==> config.mk <==
export PLATFORM = sky130hd
export DESIGN_NAME = msi_doorbell_decoder
export DESIGN_NICKNAME = d
export VERILOG_FILES = /design/src/rtl/msi_dbl_pkg.sv /design/src/rtl/msi_dbl_addr_check.sv /design/src/rtl/msi_dbl_id_check.sv /design/src/rtl/msi_dbl_out_stage.sv /design/src/rtl/msi_doorbell_decoder.sv
export SDC_FILE = /design/constraint.sdc
export NUM_CORES = 1
export LEC_CHECK = 0
export BUFFER_PORTS_ARGS = -buffer_cell sky130_fd_sc_hd__buf_2
export CORE_MARGIN = 10
export CORE_UTILIZATION = 28
export CTS_BUF_LIST = sky130_fd_sc_hd__clkbuf_8
export DETAILED_ROUTE_END_ITERATION = 8
export HOLD_SLACK_MARGIN = 0.03
export MAX_ROUTING_LAYER = met4
export PLACE_DENSITY = 0.88
export SLEW_MARGIN = 5
export SYNTH_ARGS = -nofsm -noshare
export SYNTH_HDL_FRONTEND = slang
export SYNTH_SLANG_ARGS = --single-unit
export TNS_END_PERCENT = 30
==> constraint.sdc <==
create_clock -name clk -period 1.2 [get_ports clk]
set_input_delay 0.06 -clock clk [delete_from_list [all_inputs] [get_ports clk]]
set_output_delay 0.06 -clock clk [all_outputs]
set_load 0.01 [all_outputs]
==> src/rtl/msi_dbl_pkg.sv <==
package msi_dbl_pkg;

   // outcome of one bus cycle
   typedef enum logic [1:0] {
      DEC_IDLE   = 2'd0,
      DEC_RING   = 2'd1,
      DEC_IGNORE = 2'd2,
      DEC_FAULT  = 2'd3
   } dec_kind_e;

   localparam int unsigned BUS_W     = 32;
   localparam int unsigned BE_W      = BUS_W / 8;
   localparam logic [BE_W-1:0] FULL_BE = '1;

endpackage

==> src/rtl/msi_dbl_addr_check.sv <==
module msi_dbl_addr_check #(
   parameter int unsigned ADDR_W     = 32,
   parameter int unsigned NUM_PAGES  = 4,
   parameter int unsigned PAGE_SHIFT = 12,
   parameter int unsigned PG_W       = 2
) (
   input  logic [ADDR_W-1:0]               addr,
   input  logic [msi_dbl_pkg::BE_W-1:0]    be,
   output logic                            aligned_ok,
   output logic                            range_ok,
   output logic                            size_ok,
   output logic                            at_bell,
   output logic [PG_W-1:0]                 page
);
   import msi_dbl_pkg::*;

   localparam int unsigned LOG_PAGES = $clog2(NUM_PAGES);
   localparam bit          PAGES_P2  = (NUM_PAGES == (1 << LOG_PAGES));
   localparam logic [ADDR_W:0] SPAN  = (ADDR_W+1)'(NUM_PAGES) << PAGE_SHIFT;

   initial begin
      assert (PAGE_SHIFT >= 3 && PAGE_SHIFT < ADDR_W)
         else $fatal(1, "PAGE_SHIFT out of range");
      assert (ADDR_W > PAGE_SHIFT + LOG_PAGES)
         else $fatal(1, "ADDR_W too small for the page span");
      assert (PG_W >= 1 && (1 << PG_W) >= NUM_PAGES)
         else $fatal(1, "PG_W cannot index every page");
   end

   assign aligned_ok = (addr[1:0] == 2'b00);
   assign size_ok    = (be == FULL_BE);
   assign at_bell    = (addr[PAGE_SHIFT-1:0] == '0);
   assign page       = addr[PAGE_SHIFT +: PG_W];

   generate
      if (PAGES_P2) begin : g_range_p2
         // power-of-two span: upper address bits must be clear
         assign range_ok = ((addr >> (PAGE_SHIFT + LOG_PAGES)) == '0);
      end else begin : g_range_cmp
         assign range_ok = ({1'b0, addr} < SPAN);
      end
   endgenerate

endmodule

==> src/rtl/msi_dbl_id_check.sv <==
module msi_dbl_id_check #(
   parameter int unsigned NUM_IDS = 64,
   parameter int unsigned ID_W    = 6
) (
   input  logic [msi_dbl_pkg::BUS_W-1:0] wdata,
   output logic                          id_ok,
   output logic [ID_W-1:0]               id
);
   import msi_dbl_pkg::*;

   localparam bit IDS_P2 = (NUM_IDS == (1 << $clog2(NUM_IDS)));

   initial begin
      assert (NUM_IDS >= 2 && NUM_IDS <= 2048)
         else $fatal(1, "NUM_IDS out of range");
      assert (ID_W >= 1 && ID_W < BUS_W && (1 << ID_W) >= NUM_IDS)
         else $fatal(1, "ID_W cannot hold every identity");
   end

   assign id = wdata[ID_W-1:0];

   generate
      if (IDS_P2) begin : g_id_p2
         // all identity bits inside the field, field not zero
         assign id_ok = (wdata[BUS_W-1:ID_W] == '0) && (wdata[ID_W-1:0] != '0);
      end else begin : g_id_cmp
         assign id_ok = (wdata != '0) && (wdata < BUS_W'(NUM_IDS));
      end
   endgenerate

endmodule

==> src/rtl/msi_dbl_out_stage.sv <==
module msi_dbl_out_stage #(
   parameter int unsigned PG_W = 2,
   parameter int unsigned ID_W = 6
) (
   input  logic                       clk,
   input  logic                       rst_n,
   input  msi_dbl_pkg::dec_kind_e     kind,
   input  logic [PG_W-1:0]            page_in,
   input  logic [ID_W-1:0]            id_in,
   output logic                       set_valid,
   output logic [PG_W-1:0]            set_page,
   output logic [ID_W-1:0]            set_id,
   output logic                       fault_pulse
);
   import msi_dbl_pkg::*;

   always_ff @(posedge clk) begin
      if (!rst_n) begin
         set_valid   <= 1'b0;
         fault_pulse <= 1'b0;
         set_page    <= '0;
         set_id      <= '0;
      end else begin
         set_valid   <= (kind == DEC_RING);
         fault_pulse <= (kind == DEC_FAULT);
         if (kind == DEC_RING) begin
            set_page <= page_in;
            set_id   <= id_in;
         end
      end
   end


   strobe_fault_excl_chk: assert property (@(posedge clk) disable iff (!rst_n)
      !(set_valid && fault_pulse));


   strobe_needs_ring_chk: assert property (@(posedge clk) disable iff (!rst_n)
      set_valid |-> $past(kind) == DEC_RING);

endmodule

==> src/rtl/msi_doorbell_decoder.sv <==
module msi_doorbell_decoder #(
   parameter int unsigned ADDR_W     = 32,
   parameter int unsigned NUM_PAGES  = 4,
   parameter int unsigned NUM_IDS    = 64,
   parameter int unsigned PAGE_SHIFT = 12,
   parameter int unsigned PG_W       = (NUM_PAGES > 1) ? $clog2(NUM_PAGES) : 1,
   parameter int unsigned ID_W       = $clog2(NUM_IDS)
) (
   input  logic                  clk,
   input  logic                  rst_n,
   input  logic                  bus_valid,
   input  logic                  bus_write,
   input  logic [ADDR_W-1:0]     bus_addr,
   input  logic [3:0]            bus_be,
   input  logic [31:0]           bus_wdata,
   output logic [31:0]           bus_rdata,
   output logic                  set_valid,
   output logic [PG_W-1:0]       set_page,
   output logic [ID_W-1:0]       set_id,
   output logic                  fault_pulse
);
   import msi_dbl_pkg::*;

   localparam logic [ADDR_W:0] SPAN = (ADDR_W+1)'(NUM_PAGES) << PAGE_SHIFT;

   logic            aligned_ok, range_ok, size_ok, at_bell, id_ok;
   logic [PG_W-1:0] page;
   logic [ID_W-1:0] id;
   dec_kind_e       kind;

   msi_dbl_addr_check #(
      .ADDR_W(ADDR_W), .NUM_PAGES(NUM_PAGES),
      .PAGE_SHIFT(PAGE_SHIFT), .PG_W(PG_W)
   ) u_addr (
      .addr(bus_addr), .be(bus_be),
      .aligned_ok(aligned_ok), .range_ok(range_ok), .size_ok(size_ok),
      .at_bell(at_bell), .page(page)
   );

   msi_dbl_id_check #(.NUM_IDS(NUM_IDS), .ID_W(ID_W)) u_id (
      .wdata(bus_wdata), .id_ok(id_ok), .id(id)
   );

   always_comb begin
      kind = DEC_IDLE;
      if (bus_valid) begin
         if (!(aligned_ok && range_ok && size_ok))
            kind = DEC_FAULT;
         else if (bus_write && at_bell && id_ok)
            kind = DEC_RING;
         else
            kind = DEC_IGNORE;
      end
   end

   msi_dbl_out_stage #(.PG_W(PG_W), .ID_W(ID_W)) u_out (
      .clk(clk), .rst_n(rst_n), .kind(kind),
      .page_in(page), .id_in(id),
      .set_valid(set_valid), .set_page(set_page), .set_id(set_id),
      .fault_pulse(fault_pulse)
   );

   assign bus_rdata = '0;


   misalign_fault_chk: assert property (@(posedge clk) disable iff (!rst_n)
      (bus_valid && bus_addr[1:0] != 2'b00) |=> (fault_pulse && !set_valid));


   range_fault_chk: assert property (@(posedge clk) disable iff (!rst_n)
      (bus_valid && {1'b0, bus_addr} >= SPAN) |=> (fault_pulse && !set_valid));


   partial_be_fault_chk: assert property (@(posedge clk) disable iff (!rst_n)
      (bus_valid && bus_be != 4'b1111) |=> fault_pulse);


   zero_id_drop_chk: assert property (@(posedge clk) disable iff (!rst_n)
      (bus_valid && bus_write && bus_wdata == '0) |=> !set_valid);


   off_bell_drop_chk: assert property (@(posedge clk) disable iff (!rst_n)
      (bus_valid && bus_addr[PAGE_SHIFT-1:0] != '0) |=> !set_valid);


   read_no_ring_chk: assert property (@(posedge clk) disable iff (!rst_n)
      (bus_valid && !bus_write) |=> !set_valid);


   ring_page_chk: assert property (@(posedge clk) disable iff (!rst_n)
      set_valid |-> (set_page == $past(bus_addr[PAGE_SHIFT +: PG_W])
                     && set_id == $past(bus_wdata[ID_W-1:0])));


   idle_quiet_chk: assert property (@(posedge clk) disable iff (!rst_n)
      !bus_valid |=> (!set_valid && !fault_pulse));

endmodule

==> out/qor.yml, run 1 <==
nFillCells: 266
drt_iter0_markers: 23
cts-root-buf: "clkbuf_8"
initial_core_util: 0.293
use_met1: 0.112
ir_worst_vdd_mv: 0.853
grt_max_degree: 19
drcViolationCount: 0
cts_tree: "built"
worstPathMaxFanout: 5
mostFrequentLayoutCells: "buf_2, conb_1, nand2_1"
die_w_um: 73.5
end_kind: "register"
syn_avg_cell_area_um2: 8.09
grt_usage: 0.105
die_y_um: 73.5
total_power_mw: 0.966
io_pins: 114
dp.cells: 210
n_antenna_cell: 0
wl_mm: 3.01
busiest_layer: "met2"
ctsHoldBuffers: 0
fin_nets: 259
route.antenna.remaining_nets: 0
drive_gt1_frac: 0.538
first_pass_iters: 5
clk_pin_slew_ps: 50
hold_path.class: "primary input to register"
grt_antenna_before_repair: 0
status: "finished with violations"
fin_crit_sh: 1.04
finalHoldViolations: 0
fmax_mhz: 798
area_growth_pct: 59.8
coreArea_um2: 2730
use_met3: 0.0404
rsz0062_at_grt: "yes"
grt_pass1_vias: 1046
p_leak_nw: 0.736
setup_violations: 6
syn-cell-area_um2: 801
worstSetupPathType: "primary input to register"
setup_slack_ps: -52.6
globalRouteOverflowTotal: 0
cp.arrival_ps: 1390
io_buffers: 81
seq_area_frac_synth: 0.250
layout_min_cycle_time_ps: 1250
finalHoldWorstSlack_ps: 88.5
cp.required_ps: 1340
grt_first_pass_wirelength_mm: 4.57
start_kind: "primary input"
power_density_nw_per_um2: 755
num_vias: 927
fp.dieArea_um2: 5400
rows: 19
cap_violations: 0
clock-sinks: 10
clk_latency_ps: 230
wl_per_cell_um: 13.9
met2_usage: 0.180
syn_inst: 99
yosysWarnings: 0
dp_hpwl_mm: 2.64
final_common_cell: "buf_2"
numCtsBuffers: 3
vias_per_cell: 4.27
ys_seq_elements: 10
htreeDepth: 1
drv_slew: 0
clockBufferDepth: 2
final_cells: 217
place_congestion: 0.707
skew_ps: 0
ys_types: 17
violations: "negative setup slack"
-- routing by layer --
layer,vias to the layer above,share of wire
li1,457,-
met1,402,0.37
met2,66,0.50
met3,2,0.12
met4,0,0.0050
met5,-,0
-- final timing paths --
kind / startpoint / endpoint / slack (ps) / cells after the start
worst max-delay path: bus_wdata[2] / u_out.set_id[1] / -50 / 5
worst min-delay path: bus_wdata[5] / u_out.set_id[5] / 90 / 3
worst max register to register: u_out.set_id[1] / u_out.set_id[1] / 510 / 2
worst min register to register: u_out.set_id[4] / u_out.set_id[4] / 450 / 2
-- timing repair --
item                                    4_1_cts  5_1_grt
pin swaps                                     3        2
gates cloned                                  1        0
endpoints found under the setup margin        9        9
resized for setup                             5        7
buffers inserted                              2        0
-- state kept, by name (all words and copies together) (netlist names) --
| signal | flops |
|---|---|
| u_out.set_id | 6 |
| u_out.set_page | 2 |
| u_out.fault_pulse | 1 |
| u_out.set_valid | 1 |
-- Yosys cell counts --
cell	n	area [um2]
nor4_1	12	75.1
nand2_1	19	71.3
nor4_4	1	21.3
nand3_2	1	10.0
o311a_1	1	10.0
nor2_1	3	11.3
or4_4	1	11.3
dfxtp_1	10	200
conb_1	1	3.75
buf_6	1	11.3
inv_1	1	3.75
or4_1	1	7.51
clkbuf_1	2	7.51
mux2i_1	8	80.1
nand4_1	3	18.8
nor4b_1	2	17.5
buf_4	32	240
-- cells by family after synthesis --
logic type	after synthesis	synth area share
other	1	0.00468
buffers and inverters	36	0.328
muxes	8	0.100
and+or+nand+nor	43	0.305
AOI/OAI and AO/OA	1	0.0125
DFF	10	0.250
-- per-stage QoR --
step	cell area [um2]	setup TNS (ps)	worst slack [ps]	utilization
3_5_place_dp	1120	-3120	-385	0.411
2_1_floorplan	917	-915	-111	-
5_1_grt	1280	-846	-124	0.468
6_report	1280	-141	-52.6	0.468
3_3_place_gp	1120	-2770	-319	0.411
4_1_cts	1240	-352	-74.0	0.454
-- power breakdown --
part           switching, mW  internal (mW)
sequential          0.000518          0.335
combinational          0.114          0.112
clock                  0.118          0.287
-- worst max-delay path: stages --
cell,delay (ps)
buf_6,90
or4_4,540
o311a_4,340
nand3_4,110
mux2i_2,250
-- area by class of cell --
class / instances / area, um2 / share of cell area
clock buffers: 4 / 55.1 / 0.0430
inverters: 1 / 3.75 / 0.00293
multi-input cells: 85 / 514 / 0.402
flip-flops and latches: 10 / 200 / 0.156
well taps: 31 / 38.8 / 0.0303
repair buffers: 86 / 468 / 0.366
Power figures use the tool's default switching activity.
==> inputs of run 2 (changes only) <==
--- a/config.mk
+++ b/config.mk
@@ -13,6 +13,7 @@
 export HOLD_SLACK_MARGIN = 0.03
 export MAX_ROUTING_LAYER = met4
 export PLACE_DENSITY = 0.88
+export SETUP_SLACK_MARGIN = 0.5
 export SLEW_MARGIN = 5
 export SYNTH_ARGS = -nofsm -noshare
 export SYNTH_HDL_FRONTEND = slang
==> run 2 against run 1 <==
- the run still ends with negative setup slack left
- largest power group unchanged
- critical path type unchanged
- critical endpoint unchanged
- clock power is essentially flat
- sequential power is essentially flat
- sequential cell count is the same
==> out/qor.yml, run 2 (same netlist as run 1, synthesis figures left out) <==
htreeDepth: 1
setup_violations: 5
grt_max_degree: 19
cts-root-buf: "clkbuf_8"
grt_first_pass_wirelength_mm: 4.59
route.antenna.remaining_nets: 0
clk_latency_ps: 230
layout_min_cycle_time_ps: 1250
num_vias: 940
mostFrequentLayoutCells: "buf_2, conb_1, nand2_1"
grt_antenna_before_repair: 0
fp.dieArea_um2: 5400
end_kind: "register"
fmax_mhz: 799
violations: "negative setup slack"
vias_per_cell: 4.31
worstPathMaxFanout: 5
rsz0062_at_grt: "yes"
skew_ps: 0
clk_pin_slew_ps: 50
ctsHoldBuffers: 0
finalHoldWorstSlack_ps: 88.5
grt_usage: 0.106
clockBufferDepth: 2
nFillCells: 267
start_kind: "primary input"
pre_cts_slack_ps: -385
io_pins: 114
cp.arrival_ps: 1390
place_congestion: 0.707
final_common_cell: "buf_2"
ir_worst_vdd_mv: 0.852
grt_pass1_vias: 1055
rows: 19
power_density_nw_per_um2: 750
hold_path.class: "primary input to register"
place_area_um2: 1120
largest_reg_flops: 6
top_regs: "u_out.set_id: 6 flops, u_out.set_page: 2 flops"
wl_per_cell_um: 13.8
n_antenna_cell: 0
cp.required_ps: 1340
drcViolationCount: 0
status: "finished with violations"
p_leak_nw: 0.741
drv_slew: 0
cap_violations: 0
dp_hpwl_mm: 2.64
top_register: "u_out.set_id"
first_pass_iters: 5
initial_core_util: 0.293
fin_nets: 260
setup_slack_ps: -51.5
fin_crit_sh: 1.04
drive_gt1_frac: 0.540
die_y_um: 73.5
globalRouteOverflowTotal: 0
wl_mm: 3.01
die_w_um: 73.5
drt_iter0_markers: 26
clock-sinks: 10
worstSetupPathType: "primary input to register"
finalHoldViolations: 0
total_power_mw: 0.966
setup_tns_ps: -73.4
area_growth_pct: 60.8
numCtsBuffers: 3
fin_area_um2: 1290
io_buffers: 81
cts_tree: "built"
coreArea_um2: 2730
==> run 2: where the power goes <==
part	internal (mW)	leakage (nW)	switching, mW
Clock	0.287	0.0288	0.118
Combinational	0.112	0.632	0.113
Sequential	0.335	0.0808	0.000518
==> run 2: worst paths after layout <==
check | start | end | slack (ps) | depth (start not counted)
max | bus_wdata[2] | u_out.set_id[1] | -50 | 5
min | bus_wdata[5] | u_out.set_id[5] | 90 | 3
max reg2reg | u_out.set_id[1] | u_out.set_id[1] | 510 | 2
min reg2reg | u_out.set_id[4] | u_out.set_id[4] | 450 | 2
==> run 2: final cells by class <==
cell class	instances	area [um2]	share of cell area
multi-input combinational	85	514	0.399
timing repair buffer	87	475	0.369
tap	31	38.8	0.0301
sequential	10	200	0.155
inverter	1	3.75	0.00292
clock buffer	4	55.1	0.0428
==> run 2: metrics by stage <==
step | instances | utilization
floorplan | 130 | -
global placement | 210 | 0.411
detailed placement | 210 | 0.411
CTS | 218 | 0.459
global route | 218 | 0.471
finish | 218 | 0.471
==> run 2: critical path, stage by stage <==
cell,delay (ps)
buf_6,90
or4_4,540
o311a_4,340
nand3_4,110
mux2i_2,250
==> run 2: routing by layer <==
metal,up-vias,GRT usage,part of all wire
li1,461,-,-
met1,411,0.111,0.37
met2,66,0.182,0.51
met3,2,0.0404,0.12
met4,0,0.0248,0.0050
met5,-,-,0
==> run 2: repair_timing <==
| item | CTS | global route |
|---|---|---|
| gates resized for setup | 6 | 6 |
| buffers inserted | 3 | 0 |
| cloned | 1 | 0 |
| pin swaps | 5 | 4 |
| endpoints found under the setup margin | 20 | 20 |
